===== src/rtl/serial_rx_pkg.sv =====
package serial_rx_pkg;

  typedef enum logic [1:0] {
    PAR_NONE = 2'd0,
    PAR_ZERO = 2'd1,
    PAR_EVEN = 2'd2,
    PAR_ODD  = 2'd3
  } par_mode_e;

  typedef enum logic [2:0] {
    ST_IDLE,
    ST_START,
    ST_DATA,
    ST_PARITY,
    ST_STOP1,
    ST_STOP2
  } rx_state_e;

  typedef struct packed {
    logic framing;
    logic parity;
  } frame_err_t;

endpackage


===== src/rtl/srx_line_front.sv =====
module srx_line_front #(
  parameter int SYNC_STAGES = 2
) (
  input  logic clk,
  input  logic rst_n,
  input  logic line_i,
  input  logic invert_i,
  output logic level_o,
  output logic fall_o
);
  logic [SYNC_STAGES-1:0] sync_q;
  logic                   last_q;

  // synchronizer chain, first stage takes the raw line
  generate
    for (genvar g = 0; g < SYNC_STAGES; g++) begin : g_sync
      if (g == 0) begin : g_first
        always_ff @(posedge clk or negedge rst_n) begin
          if (!rst_n) sync_q[0] <= 1'b1;
          else        sync_q[0] <= line_i;
        end
      end else begin : g_next
        always_ff @(posedge clk or negedge rst_n) begin
          if (!rst_n) sync_q[g] <= 1'b1;
          else        sync_q[g] <= sync_q[g-1];
        end
      end
    end
  endgenerate

  assign level_o = sync_q[SYNC_STAGES-1] ^ invert_i;

  // last_q resets low so no edge is seen before the idle level appears
  always_ff @(posedge clk or negedge rst_n) begin
    if (!rst_n) last_q <= 1'b0;
    else        last_q <= level_o;
  end

  assign fall_o = last_q & ~level_o;
endmodule


===== src/rtl/srx_bit_timer.sv =====
module srx_bit_timer #(
  parameter int DIV_W         = 7,
  parameter int PRESC_LOG_MAX = 11,
  parameter int PSEL_W        = 4
) (
  input  logic              clk,
  input  logic              rst_n,
  input  logic              run_i,
  input  logic              restart_i,
  input  logic              half_i,
  input  logic [DIV_W-1:0]  div_n_i,
  input  logic [PSEL_W-1:0] psel_i,
  output logic              sample_o
);
  localparam int                CNT_W    = DIV_W + 1;
  localparam logic [DIV_W-1:0]  MIN_N    = DIV_W'(2);
  localparam logic [PSEL_W-1:0] PSEL_TOP = PSEL_W'(PRESC_LOG_MAX);

  logic [DIV_W-1:0]         n_eff;
  logic [PSEL_W-1:0]        psel_eff;
  logic [PRESC_LOG_MAX-1:0] tick_mask;
  logic [PRESC_LOG_MAX-1:0] presc_q;
  logic [CNT_W-1:0]         target;
  logic [CNT_W-1:0]         bit_q;
  logic                     tick;

  always_comb begin
    n_eff     = (div_n_i < MIN_N) ? MIN_N : div_n_i;
    psel_eff  = (psel_i > PSEL_TOP) ? PSEL_TOP : psel_i;
    tick_mask = ~({PRESC_LOG_MAX{1'b1}} << psel_eff);
    // start bit: n+1 ticks to its middle; later bits: 2(n+1) ticks apart
    target    = half_i ? {1'b0, n_eff} : {n_eff, 1'b1};
    tick      = (presc_q == tick_mask);
  end

  always_ff @(posedge clk or negedge rst_n) begin
    if (!rst_n) begin
      presc_q <= '0;
    end else if (restart_i || !run_i || tick) begin
      presc_q <= '0;
    end else begin
      presc_q <= presc_q + 1'b1;
    end
  end

  always_ff @(posedge clk or negedge rst_n) begin
    if (!rst_n) begin
      bit_q <= '0;
    end else if (restart_i || !run_i) begin
      bit_q <= '0;
    end else if (tick) begin
      if (bit_q == target) bit_q <= '0;
      else                 bit_q <= bit_q + 1'b1;
    end
  end

  assign sample_o = run_i & tick & (bit_q == target);
endmodule


===== src/rtl/srx_frame_ctrl.sv =====
module srx_frame_ctrl
  import serial_rx_pkg::*;
#(
  parameter int DATA_W = 8
) (
  input  logic              clk,
  input  logic              rst_n,
  input  logic              level_i,
  input  logic              fall_i,
  input  logic              sample_i,
  input  par_mode_e         par_mode_i,
  input  logic              two_stop_i,
  input  logic              msb_first_i,
  output logic              run_o,
  output logic              restart_o,
  output logic              half_o,
  output logic              done_o,
  output logic [DATA_W-1:0] data_o,
  output frame_err_t        err_o
);
  localparam int                IDX_W    = (DATA_W > 1) ? $clog2(DATA_W) : 1;
  localparam logic [IDX_W-1:0]  IDX_LAST = IDX_W'(DATA_W - 1);

  rx_state_e         state_q;
  logic [IDX_W-1:0]  idx_q;
  logic [DATA_W-1:0] shift_q;
  logic              pbit_q;
  logic              fe_q;
  logic              data_par;

  assign restart_o = (state_q == ST_IDLE) & fall_i;
  assign run_o     = (state_q != ST_IDLE);
  assign half_o    = (state_q == ST_START);

  always_ff @(posedge clk or negedge rst_n) begin
    if (!rst_n) begin
      state_q <= ST_IDLE;
      idx_q   <= '0;
      shift_q <= '0;
      pbit_q  <= 1'b0;
      fe_q    <= 1'b0;
    end else begin
      case (state_q)
        ST_IDLE: begin
          if (restart_o) state_q <= ST_START;
        end
        ST_START: begin
          if (sample_i) begin
            idx_q   <= '0;
            state_q <= level_i ? ST_IDLE : ST_DATA;
          end
        end
        ST_DATA: begin
          if (sample_i) begin
            if (msb_first_i) shift_q <= {shift_q[DATA_W-2:0], level_i};
            else             shift_q <= {level_i, shift_q[DATA_W-1:1]};
            idx_q <= idx_q + 1'b1;
            if (idx_q == IDX_LAST)
              state_q <= (par_mode_i == PAR_NONE) ? ST_STOP1 : ST_PARITY;
          end
        end
        ST_PARITY: begin
          if (sample_i) begin
            pbit_q  <= level_i;
            state_q <= ST_STOP1;
          end
        end
        ST_STOP1: begin
          if (sample_i) begin
            fe_q    <= ~level_i;
            state_q <= two_stop_i ? ST_STOP2 : ST_IDLE;
          end
        end
        ST_STOP2: begin
          if (sample_i) state_q <= ST_IDLE;
        end
        default: state_q <= ST_IDLE;
      endcase
    end
  end

  always_comb begin
    data_par = ^shift_q;
    done_o   = sample_i & (((state_q == ST_STOP1) & ~two_stop_i) |
                           (state_q == ST_STOP2));
    err_o.framing = (state_q == ST_STOP1) ? ~level_i : fe_q;
    case (par_mode_i)
      PAR_EVEN: err_o.parity = data_par ^ pbit_q;
      PAR_ODD:  err_o.parity = ~(data_par ^ pbit_q);
      default:  err_o.parity = 1'b0;
    endcase
  end

  assign data_o = shift_q;
endmodule


===== src/rtl/srx_rx_buffer.sv =====
module srx_rx_buffer
  import serial_rx_pkg::*;
#(
  parameter int DATA_W = 8
) (
  input  logic              clk,
  input  logic              rst_n,
  input  logic              frame_done_i,
  input  logic [DATA_W-1:0] frame_data_i,
  input  frame_err_t        frame_err_i,
  input  logic              out_ready_i,
  input  logic [2:0]        clr_i,
  output logic              out_valid_o,
  output logic [DATA_W-1:0] out_data_o,
  output logic              done_o,
  output logic              err_o,
  output logic              flag_framing_o,
  output logic              flag_parity_o,
  output logic              flag_overrun_o
);
  logic overrun_now;

  assign overrun_now = frame_done_i & out_valid_o & ~out_ready_i;

  always_ff @(posedge clk or negedge rst_n) begin
    if (!rst_n) begin
      out_valid_o    <= 1'b0;
      out_data_o     <= '0;
      done_o         <= 1'b0;
      err_o          <= 1'b0;
      flag_framing_o <= 1'b0;
      flag_parity_o  <= 1'b0;
      flag_overrun_o <= 1'b0;
    end else begin
      if (frame_done_i) begin
        out_valid_o <= 1'b1;
        out_data_o  <= frame_data_i;
      end else if (out_ready_i) begin
        out_valid_o <= 1'b0;
      end
      done_o <= frame_done_i;
      err_o  <= frame_done_i &
                (frame_err_i.framing | frame_err_i.parity | overrun_now);
      flag_framing_o <= (flag_framing_o & ~clr_i[0]) |
                        (frame_done_i & frame_err_i.framing);
      flag_parity_o  <= (flag_parity_o & ~clr_i[1]) |
                        (frame_done_i & frame_err_i.parity);
      flag_overrun_o <= (flag_overrun_o & ~clr_i[2]) | overrun_now;
    end
  end
endmodule


===== src/rtl/serial_rx_channel.sv =====
module serial_rx_channel
  import serial_rx_pkg::*;
#(
  parameter int DATA_W        = 8,
  parameter int DIV_W         = 7,
  parameter int PRESC_LOG_MAX = 11,
  parameter int PSEL_W        = 4,
  parameter int SYNC_STAGES   = 2
) (
  input  logic              clk,
  input  logic              rst_n,
  input  logic              rx_line_i,
  input  logic [1:0]        cfg_parity_i,
  input  logic              cfg_two_stop_i,
  input  logic              cfg_msb_first_i,
  input  logic              cfg_invert_i,
  input  logic [DIV_W-1:0]  cfg_div_n_i,
  input  logic [PSEL_W-1:0] cfg_psel_i,
  output logic              rx_valid_o,
  input  logic              rx_ready_i,
  output logic [DATA_W-1:0] rx_data_o,
  output logic              xfer_done_o,
  output logic              xfer_err_o,
  input  logic [2:0]        flag_clr_i,
  output logic              flag_framing_o,
  output logic              flag_parity_o,
  output logic              flag_overrun_o
);
  logic              level;
  logic              fall;
  logic              run;
  logic              restart;
  logic              half;
  logic              sample;
  logic              frame_done;
  logic [DATA_W-1:0] frame_data;
  frame_err_t        frame_err;
  par_mode_e         par_mode;

  assign par_mode = par_mode_e'(cfg_parity_i);

  srx_line_front #(.SYNC_STAGES(SYNC_STAGES)) u_front (
    .clk      (clk),
    .rst_n    (rst_n),
    .line_i   (rx_line_i),
    .invert_i (cfg_invert_i),
    .level_o  (level),
    .fall_o   (fall)
  );

  srx_bit_timer #(
    .DIV_W         (DIV_W),
    .PRESC_LOG_MAX (PRESC_LOG_MAX),
    .PSEL_W        (PSEL_W)
  ) u_timer (
    .clk       (clk),
    .rst_n     (rst_n),
    .run_i     (run),
    .restart_i (restart),
    .half_i    (half),
    .div_n_i   (cfg_div_n_i),
    .psel_i    (cfg_psel_i),
    .sample_o  (sample)
  );

  srx_frame_ctrl #(.DATA_W(DATA_W)) u_ctrl (
    .clk         (clk),
    .rst_n       (rst_n),
    .level_i     (level),
    .fall_i      (fall),
    .sample_i    (sample),
    .par_mode_i  (par_mode),
    .two_stop_i  (cfg_two_stop_i),
    .msb_first_i (cfg_msb_first_i),
    .run_o       (run),
    .restart_o   (restart),
    .half_o      (half),
    .done_o      (frame_done),
    .data_o      (frame_data),
    .err_o       (frame_err)
  );

  srx_rx_buffer #(.DATA_W(DATA_W)) u_buf (
    .clk            (clk),
    .rst_n          (rst_n),
    .frame_done_i   (frame_done),
    .frame_data_i   (frame_data),
    .frame_err_i    (frame_err),
    .out_ready_i    (rx_ready_i),
    .clr_i          (flag_clr_i),
    .out_valid_o    (rx_valid_o),
    .out_data_o     (rx_data_o),
    .done_o         (xfer_done_o),
    .err_o          (xfer_err_o),
    .flag_framing_o (flag_framing_o),
    .flag_parity_o  (flag_parity_o),
    .flag_overrun_o (flag_overrun_o)
  );
endmodule


===== config.mk =====
export PLATFORM = sky130hd
export DESIGN_NAME = serial_rx_channel
export DESIGN_NICKNAME = d
export VERILOG_FILES = /design/src/rtl/serial_rx_pkg.sv /design/src/rtl/srx_line_front.sv /design/src/rtl/srx_bit_timer.sv /design/src/rtl/srx_frame_ctrl.sv /design/src/rtl/srx_rx_buffer.sv /design/src/rtl/serial_rx_channel.sv
export SDC_FILE = /design/constraint.sdc
export NUM_CORES = 1
export LEC_CHECK = 0
export ABC_AREA = 1
export CAP_MARGIN = 20
export CORE_AREA = 2 2 83 85
export CTS_CLUSTER_DIAMETER = 120
export DETAILED_ROUTE_END_ITERATION = 12
export DIE_AREA = 0 0 85 87
export PLACE_DENSITY = 0.75
export SLEW_MARGIN = 20
export SYNTH_ARGS = -nofsm -noshare
export SYNTH_HDL_FRONTEND = slang
export SYNTH_HIERARCHICAL = 1
export SYNTH_SLANG_ARGS = --single-unit
export TNS_END_PERCENT = 100

===== constraint.sdc =====
create_clock -name clk -period 3.4 [get_ports clk]
set_clock_uncertainty 0.1 [all_clocks]
set_input_delay 0.85 -clock clk [delete_from_list [all_inputs] [get_ports clk]]
set_output_delay 0.85 -clock clk [all_outputs]
set_load 0.05 [all_outputs]

# Word level (Yosys, flattened, before mapping)
# Index checks and enable logic that the tools add are counted.
dict set report classes {
  n_lt_le_gt_ge 2
  shift 1
  eq_ne 17
  n_reduce_logical 15
  n_bitwise 30
  muxes 25
  addsub 3
}
# cell count
set op_table {}
lappend op_table {{$mux W8} 5}
lappend op_table {{$mux W3} 10}
lappend op_table {{$pmux W3 S6} 1}
lappend op_table {{$and A1 B1 Y1} 14}
lappend op_table {{$ne A2 B1 Y1 const B} 6}
lappend op_table {{$add A11 B1 Y11 const B} 1}
lappend op_table {{$eq A11 B11 Y1} 1}
lappend op_table {{$mux W11} 1}
lappend op_table {{$not A11 Y11} 1}
lappend op_table {{$shl A11 B4 Y11 const A} 1}
lappend op_table {{$eq A3 B3 Y1 const B} 3}
lappend op_table {{$add A8 B1 Y8 const B} 1}
lappend op_table {{$eq A8 B8 Y1} 1}
lappend op_table {{$reduce_xor A8 Y1} 1}
lappend op_table {{$lt A7 B2 Y1 const B} 1}
lappend op_table {{$mux W7} 1}
lappend op_table {{$not A1 Y1} 7}
lappend op_table {{$reduce_and A7 Y1} 1}
lappend op_table {{$eq A3 B2 Y1 const B} 2}
lappend op_table {{$or A1 B1 Y1} 6}
lappend op_table {{$pmux W3 S2} 1}
lappend op_table {{$reduce_and A2 Y1} 3}
lappend op_table {{$reduce_bool A2 Y1} 3}
lappend op_table {{$eq A2 B2 Y1 const B} 2}
lappend op_table {{15 further kinds} 19}
dict set report word_totals {
  regBits 52
  out_inout_bits 14
  elab_cells 110
}

# Depth between registers and ports, before layout
# Gate-level depths: netlist of run 1.
dict set report depth {
  depth_word 12
  mapped_depth 19
}

# Cells and area by module
# The synthesis of run 1 kept the hierarchy.
# module area_per_inst_um2 n_inst cells_per_inst
set modules_own_cells {}
lappend modules_own_cells {srx_bit_timer 1581.5 1 240}
lappend modules_own_cells {srx_frame_ctrl 1013.5 1 140}
lappend modules_own_cells {srx_rx_buffer 524.3 1 55}
lappend modules_own_cells {srx_line_front 108.9 1 10}

# Worst setup path before layout of run 1
# No wires, ideal clock.
dict set report synth_timing {
  path_type {input port to flip-flop}
  start {in cfg_psel_i[3]}
  end {reg u_buf.out_data_o[0]}
  t_required_ns 3.181
  arrival_time_ns 3.377
  path_stages 13
  path_buffers 1
  path_slack_ns -0.196
  cell_sequence {buf_4 nor2_4 inv_1 nand3_1 nand3_1 nor2_1 nand3_4 nor3_1 inv_1 a2111oi_0 inv_2 nand2_1 nand2_1}
}
dict set report synth_via {
  elab_chain_cells 8
}
# element line_no
set synth_lines {}
lappend synth_lines {{start: declaration} serial_rx_channel.sv:18} ;# input logic [PSEL_W-1:0] cfg_psel_i,
lappend synth_lines {{$gt A4 B4 Y1} srx_bit_timer.sv:29} ;# psel_eff = (psel_i > PSEL_TOP) ? PSEL_TOP : psel_i;
lappend synth_lines {{$mux W4 (*)} srx_bit_timer.sv:29}
lappend synth_lines {{$shl A11 B4 Y11 (*)} srx_bit_timer.sv:30} ;# tick_mask = ~({PRESC_LOG_MAX{1'b1}} << psel_eff);
lappend synth_lines {{$not A11 Y11 (*)} srx_bit_timer.sv:30}
lappend synth_lines {{$eq A11 B11 Y1 (*)} srx_bit_timer.sv:33} ;# tick = (presc_q == tick_mask);
lappend synth_lines {{$and A1 B1 Y1 (*) (2 in series)} srx_bit_timer.sv:57} ;# assign sample_o = run_i & tick & (bit_q == target);
lappend synth_lines {{named net sample} serial_rx_channel.sv:34} ;# logic sample;
lappend synth_lines {{$and A1 B1 Y1 (*)} srx_frame_ctrl.sv:84} ;# done_o = sample_i & (((state_q == ST_STOP1) & ~two_stop_i) |
lappend synth_lines {{named net frame_done} serial_rx_channel.sv:35} ;# logic frame_done;
lappend synth_lines {{end signal: assignment} srx_rx_buffer.sv:37} ;# out_data_o <= frame_data_i;
lappend synth_lines {{end: declaration} srx_rx_buffer.sv:14} ;# output logic [DATA_W-1:0] out_data_o,
# The timed path passes the listed nets; every way through them passes the cells marked *.
# A chain may end at the register's enable or synchronous reset.

# Worst setup path after layout of run 1
dict set report layout_timing {
  start {in cfg_psel_i[2]}
  end {reg u_buf.out_data_o[5]}
}
# The elaborated chain is that of the path after synthesis.

==> results of run 1 <==
## per-stage QoR
step           setup slack (ns)  hold slack (ns)  area (sq um)  util [%]
2_1_floorplan            0.0283            0.245          3230         -
3_3_place_gp             0.0662            0.247          3670      55.8
3_5_place_dp            -0.0102            0.247          3670      55.8
4_1_cts                   0.275            0.235          3780      57.6
5_1_grt                  0.0283            0.236          3810      58.1
6_report                  0.351            0.245          3810      58.1
## registers in the layout, summed over array words and instances (netlist names)
name and cells:
u_buf/done_o 1, u_buf/err_o 1, u_buf/flag_framing_o 1, u_buf/flag_overrun_o 1, u_buf/flag_parity_o 1, u_buf/out_data_o 8
u_buf/out_valid_o 1, u_ctrl/data_o 8, u_ctrl/fe_q 1, u_ctrl/idx_q 3, u_ctrl/pbit_q 1, u_ctrl/state_q 3
u_front/last_q 1, u_front/sync_q 2, u_timer/bit_q 8, u_timer/presc_q 11
## per-layer routing
metal | track usage, % | up-vias | wire (um)
met5 | 0 | - | 0
met4 | 6.64 | 0 | 82
met3 | 2.94 | 7 | 252
met2 | 32.0 | 61 | 3140
met1 | 26.1 | 1357 | 3260
li1 | - | 1500 | -
## cells by family after synthesis
logic type | share of synthesized area (%)
fa+ha+maj | 1.55
compound gates | 8.06
buf+inv | 9.61
simple gates | 36.3
flops | 40.4
xor+xnor | 4.07
## worst paths after layout
| check | to | startpoint | slack [ns] |
|---|---|---|---|
| worst max-delay path | u_buf/out_data_o[5]$_DFFE_PN0P_ | cfg_psel_i[2] | 0.35 |
| worst min-delay path | u_ctrl/data_o[3]$_DFFE_PN0P_ | rst_n | 0.24 |
| worst max register to register | u_buf/out_data_o[5]$_DFFE_PN0P_ | u_ctrl/state_q[2]$_DFFE_PN0P_ | 0.41 |
| worst min register to register | u_front/sync_q[1]$_DFF_PN1_ | u_front/sync_q[0]$_DFF_PN1_ | 0.26 |
| max in group asynchronous | u_timer/presc_q[2]$_DFF_PN0_ | rst_n | 2.41 |
| min in group clk | u_front/sync_q[1]$_DFF_PN1_ | u_front/sync_q[0]$_DFF_PN1_ | 0.26 |
## placed cells by master (no fill, tap or decap), drive strengths merged
cell type / instances
nand3: 49
o21ai: 26
nand2: 154
nor2: 37
a2111oi: 1
or2: 1
clkdlybuf4s50: 35
clkbuf: 5
dfstp: 2
xnor2: 5
nand3b: 2
bufinv: 1
buf: 11
nor3b: 1
inv: 65
a21oi: 2
ha: 4
xor2: 10
clkinv: 2
dfrtp: 50
nand4: 4
o211ai: 10
nor3: 11
a31oi: 3
## area by class of cell
class                   instances  share of cell area (%)
multi-input cells             320                    42.5
well taps                      80                    2.62
repair buffers                 46                    11.3
flip-flops and latches         52                    34.2
inverters                      65                    6.40
clock buffers                   5                    1.80
clock inverters                 3                    1.25
## power by group
part	leakage (nW)	switching (mW)	internal [mW]	total [mW]
Clock	0.0583	0.211	0.222	0.433
Combinational	1.14	0.405	0.187	0.592
Sequential	0.669	0.0618	0.662	0.724
## repair_timing
action / CTS / global route
endpoints found under the setup margin: 0 / 12
buffers inserted: 0 / 4
gates resized for setup: 0 / 1
## critical path: stages
cell	delay, ns
clkdlybuf4s50_1	0.59
nand2_1	0.11
nand2_1	0.11
nand2_1	0.06
nand2_1	0.06
nand3_1	0.06
nor2_1	0.18
nand3_4	0.10
nor3_1	0.22
inv_1	0.14
a2111oi_2	0.22
buf_4	0.23
buf_4	0.14
nand2_1	0.06
nand2_1	0.07
==> results_dict.tcl, run 1 <==
set metrics [dict create \
    outcome "finished, final reports clean" \
    fin_crit_sh_pct 89.7 \
    htree_levels 2 \
    cts_root_buffer "clkbuf_8" \
    synth-seq-cells 52 \
    drt_first_pass_iters 5 \
    leakagePower_nw 1.87 \
    startpoint_type "input port" \
    grt_pass1_wl_um 11700 \
    multiInputGateArea_sq_mm 0.00162 \
    cap_violations 0 \
    synth_area_sq_mm 0.00323 \
    dieArea_sq_mm 0.00740 \
    criticalPathCategory "input port to flip-flop" \
    num_io_pins 37 \
    die_h_um 87 \
    gp_congestion 0.879 \
    cts_made_buffers 5 \
    hold_viol 0 \
    cp_max_fo 9 \
    cts_tree "yes" \
    synth_top_area_share_pct 38.8 \
    cts_buffer_depth 2 \
    worstRegToRegCells 19 \
    ys_seq_area_share_pct 40.4 \
    tightestPinTransition_ns 0.827 \
    endpoint_kind "flip-flop" \
    clk_latency_ns 0.31 \
    via_count 2925 \
    async_flop_share_pct 100 \
    dp.cells 559 \
    track_usage_pct 19.4 \
    core_area_sq_mm 0.00657 \
    regArea_sq_mm 0.00130 \
    cp.arrival_ns 3.20 \
    path_clk_slew_ns 0.09 \
    diodes 0 \
    drive_gt1_share_pct 11.6 \
    grt_pass1_vias 2779 \
    synthTopCellsByCount "nand2_1, inv_1, dfrtp_1" \
    ys_types 35 \
    drtIter0Drc 223 \
    synth_edf_count 0 \
    cts_sinks 52 \
    ys_warn_count 6 \
    final_cells 571 \
    tns_ns 0 \
    dieWidth_um 85 \
    hold_class "input port to async pin" \
    layout_min_cycle_time_ns 3.05 \
    yosysTopAreaCell "dfrtp_1" \
    crit_required_ns 3.55 \
    power_density_mw_per_mm2 458 \
    antenna_found_initial 0 \
    timing.slew.headroom_pct 44.7 \
    synth_cells 445 \
    detailedPlacementHpwl_um 5060 \
    ir_worst_vdd_mv 0.286 \
    grt_max_degree 27 \
    finalPower_mw 1.75 \
    max_freq_mhz 328 \
    finalSetupViolCount 0 \
    synth.area.top_cells "dfrtp_1, nand2_1, nand3_1, inv_1, nor2_1" \
    final_nets 517 \
    fillers 607 \
    syn_nets 472 \
    antenna_left 0 \
    postSynthAreaPerCell_sq_um 7.25 \
    drc 0 \
    wl_per_cell_um 11.8 \
    finalWirelength_um 6740 \
    ys.flop_type "dfrtp_1" \
    routed_via_density 5.12 \
    synth.most_common_cell "nand2_1" \
    grt_overflow 0 \
    num_rows 30 \
    cts_hold_buf 0 \
    portBuffers 36 \
    area_delta_synth_final_pct 18.2 \
    initial_utilization_pct 49.1 \
    rsz0062_at_grt "false" \
    drv_slew 0 \
]
No activity file was read; power rests on OpenSTA's default activity.
==> inputs of run 2 (changes only) <==
Settings changed: CORE_AREA 2 2 83 85 to 2 2 75 94, DIE_AREA 0 0 85 87 to 0 0 77 96.
==> results_dict.tcl, run 2 (synthesis gave the netlist of run 1 again) <==
set metrics [dict create \
    outcome "finished, final reports clean" \
    final_common_cell "nand2_1" \
    p_seq_share_pct 43.6 \
    num_io_pins 37 \
    cpMaxStageDelayCell "clkdlybuf4s50_1" \
    cp.arrival_ns 3.18 \
    endpoint_kind "flip-flop" \
    cts_tree "yes" \
    ir_worst_vdd_mv 0.256 \
    drive_gt1_share_pct 10.5 \
    criticalPathCategory "input port to flip-flop" \
    crit_required_ns 3.51 \
    rsz0062_at_grt "false" \
    fin_hold_ws_ns 0.259 \
    detailedPlacementHpwl_um 5130 \
    clk_latency_ns 0.31 \
    initial_utilization_pct 49.5 \
    track_usage_pct 19.4 \
    regMostFlops "u_timer/presc_q" \
    multiInputGateArea_sq_mm 0.00162 \
    leakagePower_nw 1.83 \
    grt_pass1_wl_um 11600 \
    grt.busiest_layer "met2" \
    power_density_mw_per_mm2 442 \
    via_count 2900 \
    path_cells "clkdlybuf4s50_1, nand2_1, nand2_1, nand2_1, nand2_1, nand3_1, nor2_1, nand3_4, nor3_1, inv_1, a2111oi_2, buf_4, inv_2, nand2_1, nand2_1" \
    largest_reg_flops 11 \
    core_area_sq_mm 0.00652 \
    use_met3_pct 2.53 \
    wl_per_cell_um 11.7 \
    grt_pass1_vias 2713 \
    post_cts_buffers 0 \
    finalSetupViolCount 0 \
    critPathMaxStageDelay_ns 0.58 \
    tightestPinTransition_ns 0.765 \
    cp_max_fo 14 \
    dieArea_sq_mm 0.00739 \
    cap_violations 0 \
    gp_congestion 0.855 \
    drtIter0Drc 147 \
    startpoint_type "input port" \
    diodes 0 \
    finalWirelength_um 6690 \
    cts_buffer_depth 2 \
    grtUsageMet1_pct 24.0 \
    timing.slew.headroom_pct 48.8 \
    max_freq_mhz 326 \
    cts_sinks 52 \
    fillers 644 \
    combPwrFrac_pct 35.4 \
    drv_slew 0 \
    power.share.clock_pct 21.0 \
    finalPower_mw 1.66 \
    fin_crit_sh_pct 90.3 \
    antenna_left 0 \
    antenna_found_initial 0 \
    grtUsageMet2_pct 35.2 \
    layout_common_cells "nand2_1, inv_1, dfrtp_1" \
    drc 0 \
    cts_made_buffers 5 \
    grt_overflow 0 \
    layout_min_cycle_time_ns 3.07 \
    p_int_mw 0.994 \
    path_common_cell "nand2_1" \
    regArea_sq_mm 0.00130 \
    area_delta_synth_final_pct 16.4 \
    routed_via_density 5.06 \
    hold_class "flip-flop to flip-flop" \
    dieWidth_um 77 \
    die_h_um 96 \
    drt_first_pass_iters 4 \
    final_nets 512 \
    cts_root_buffer "clkbuf_8" \
    p_sw_mw 0.668 \
    num_rows 33 \
    htree_levels 2 \
    hold_viol 0 \
    portBuffers 36 \
    grt_max_degree 35 \
    switching_share_pct 40.2 \
    path_clk_slew_ns 0.10 \
]
[run 2: changes by cell type in the layout (fill, tap and decap cells not counted), sizes merged]
cell,previous run,this run
clkinv,2,1
clkinvlp,0,1
clkbuf,5,6
bufinv,1,0
buf,11,6
[run 2: worst paths after layout]
check                                                   start  slack [ns]                              end  cells past startpoint
max in group asynchronous                               rst_n        2.05      u_front/sync_q[1]$_DFF_PN1_                      2
worst max register to register  u_ctrl/state_q[2]$_DFFE_PN0P_        0.42  u_buf/out_data_o[4]$_DFFE_PN0P_                     19
min in group asynchronous                               rst_n        0.36      u_ctrl/idx_q[1]$_DFFE_PN0P_                      1
worst min register to register    u_front/sync_q[0]$_DFF_PN1_        0.26      u_front/sync_q[1]$_DFF_PN1_                      0
worst min-delay path              u_front/sync_q[0]$_DFF_PN1_        0.26      u_front/sync_q[1]$_DFF_PN1_                      0
worst max-delay path                            cfg_psel_i[2]        0.33  u_buf/out_data_o[4]$_DFFE_PN0P_                     15
[run 2: layer usage]
layer | share of wire, % | wire [um]
met1 | 45 | 3030
met2 | 50 | 3360
met3 | 3.0 | 203
met4 | 1.5 | 99
met5 | 0 | 0
[run 2: timing repair]
item / CTS / global route
gates resized for setup: 0 / 1
setup endpoints to repair: 0 / 8
hold buffers: 0 / 0
[run 2: power groups by stage]
stage	Clock (mW)	Combinational, mW	Sequential [mW]
2_1_floorplan	0	0.496	0.718
3_3_place_gp	0	0.572	0.734
3_5_place_dp	0	0.586	0.735
4_1_cts	0.362	0.590	0.723
5_1_grt	0.394	0.671	0.732
6_report	0.349	0.588	0.725
[run 2: worst max-delay path: cells and delay by family]
family                 cells  cell delay, ns
AND/OR/NAND/NOR           10            1.02
buffers and inverters      4            1.06
AO/OA/AOI/OAI              1            0.22
[run 2: cell type report]
| cell class | count | area share, % |
|---|---|---|
| well taps | 87 | 2.90 |
| flip-flops and latches | 52 | 34.7 |
| clock buffers | 6 | 1.93 |
| repair buffers | 41 | 10.5 |
| clock inverters | 2 | 0.433 |
| multi-input cells | 320 | 43.1 |
| inverters | 65 | 6.49 |
[run 2: metrics by stage]
stage	cells	setup slack (ns)	cell area, sq um	setup TNS, ns	util, %
6_report	573	0.329	3760	0	57.6
4_1_cts	573	0.300	3760	0	57.6
2_1_floorplan	445	0.0283	3230	0	-
3_3_place_gp	565	0.0657	3670	0	56.3
3_5_place_dp	565	-0.0334	3670	-0.0503	56.3
5_1_grt	573	0.00788	3760	0	57.6
==> inputs of run 3 (changes only) <==
Settings changed: CTS_BUF_LIST from default to sky130_fd_sc_hd__clkbuf_16.
==> results_dict.tcl, run 3 (synthesis gave the netlist of run 1 again) <==
set metrics [dict create \
    grt_pass1_vias 2703 \
    rsz0062_at_grt "false" \
    power_density_mw_per_mm2 465 \
    tightestPinTransition_ns 0.767 \
    crit_path_start "cfg_psel_i[2]" \
    cts_tree "yes" \
    via_count 2904 \
    num_io_pins 37 \
    rr_endpoint "u_buf/err_o$_DFF_PN0_" \
    detailedPlacementHpwl_um 5130 \
    hold_class "flip-flop to flip-flop" \
    min_to "u_front/sync_q[1]$_DFF_PN1_" \
    drtIter0Drc 141 \
    dieArea_sq_mm 0.00739 \
    postLayoutCellArea_sq_mm 0.00386 \
    outcome "finished, final reports clean" \
    num_rows 33 \
    cts_made_buffers 5 \
    dieWidth_um 77 \
    clk_latency_ns 0.29 \
    drc 0 \
    layout_common_cells "nand2_1, inv_1, dfrtp_1" \
    final_nets 516 \
    cp.arrival_ns 3.20 \
    largest_reg_flops 11 \
    antenna_left 0 \
    core_area_sq_mm 0.00652 \
    grt_pass1_wl_um 11700 \
    path_clk_slew_ns 0.06 \
    wl_per_cell_um 11.8 \
    routed_via_density 5.03 \
    htree_levels 2 \
    cts_hold_buf 0 \
    drv_slew 0 \
    die_h_um 96 \
    worst_r2r_startpoint "u_ctrl/state_q[2]$_DFFE_PN0P_" \
    initial_utilization_pct 49.5 \
    timing.slew.headroom_pct 48.7 \
    final_common_cell "nand2_1" \
    worstHoldStart "u_front/sync_q[0]$_DFF_PN1_" \
    fin_crit_sh_pct 90.2 \
    dpl_cell_area_sq_mm 0.00367 \
    grt_overflow 0 \
    finalPower_mw 1.80 \
    crit_required_ns 3.53 \
    dp_slack_ns -0.0334 \
    max_freq_mhz 326 \
    cap_violations 0 \
    cts_root_buffer "clkbuf_16" \
    rrSetupSlack_ns 0.43 \
    setup_ws_ns 0.333 \
    drt_first_pass_iters 4 \
    area_delta_synth_final_pct 19.5 \
    startpoint_type "input port" \
    worstRegToRegCells 19 \
    ir_worst_vdd_mv 0.255 \
    track_usage_pct 19.6 \
    regMostFlops "u_timer/presc_q" \
    tns_ns 0 \
    cp_max_fo 7 \
    dp.cells 565 \
    antenna_found_initial 0 \
    drive_gt1_share_pct 11.2 \
    gp_congestion 0.855 \
    portBuffers 36 \
    fillers 636 \
    hold_viol 0 \
    grt_max_degree 35 \
    hold_depth 0 \
    leakagePower_nw 1.88 \
    cts_buffer_depth 2 \
    final_cells 577 \
    criticalPathCategory "input port to flip-flop" \
    finalSetupViolCount 0 \
    cts_sinks 52 \
    layout_min_cycle_time_ns 3.07 \
    endpoint_kind "flip-flop" \
    diodes 0 \
    finalWirelength_um 6780 \
]
## run 3: cell types whose count changed in the layout (fill, tap and decap cells not counted)
cell and delta:
buf_12 +1, clkbuf_16 +5, inv_1 +1, clkbuf_1 -1
clkbuf_8 -5, buf_4 +3
## run 3: repair_timing
item                       4_1_cts  5_1_grt
setup endpoints to repair        0        8
buffers inserted                 0        4
resized for setup                0        1
## run 3: critical path, stage by stage
cell	delay [ns]
clkdlybuf4s50_1	0.58
nand2_1	0.10
nand2_1	0.10
nand2_1	0.05
nand2_1	0.05
nand3_1	0.06
nor2_1	0.19
nand3_4	0.10
nor3_1	0.23
inv_1	0.13
a2111oi_2	0.22
buf_4	0.22
buf_12	0.12
nand3_1	0.10
nand2_1	0.08
## run 3: worst max path at each step
stage                                 endpoint  slack (ns)  cells past startpoint
2_1_floorplan  u_buf/out_data_o[0]$_DFFE_PN0P_        0.03                     13
3_3_place_gp   u_buf/out_data_o[3]$_DFFE_PN0P_        0.07                     13
3_5_place_dp   u_buf/out_data_o[4]$_DFFE_PN0P_       -0.03                     15
4_1_cts        u_buf/out_data_o[4]$_DFFE_PN0P_        0.27                     15
5_1_grt        u_buf/out_data_o[4]$_DFFE_PN0P_        0.05                     15
6_report                 u_buf/err_o$_DFF_PN0_        0.33                     15
## run 3: through the flow
step	hold WS (ns)	util, %
3_5_place_dp	0.247	56.3
3_3_place_gp	0.247	56.3
5_1_grt	0.260	59.1
6_report	0.255	59.1
4_1_cts	0.256	58.5
2_1_floorplan	0.245	-
## run 3: layout make-up
cell class              instances  area, sq um  area share, %
flip-flops and latches         52         1300           33.8
clock buffers                   5          125           3.24
repair buffers                 45          435           11.3
clock inverters                 3         20.0          0.519
inverters                      65          244           6.33
multi-input cells             320         1620           42.0
well taps                      87          109           2.82
## run 3: per-layer routing
metal / wire, um / up-vias / track usage [%]
li1: - / 1495 / -
met1: 3020 / 1348 / 24.6
met2: 3430 / 51 / 35.5
met3: 214 / 10 / 2.53
met4: 117 / 0 / 5.95
met5: 0 / - / 0
## run 3: where the power goes
group | total (mW) | internal [mW] | switching (mW)
sequential | 0.726 | 0.663 | 0.0632
clock | 0.483 | 0.271 | 0.212
combinational | 0.587 | 0.186 | 0.401
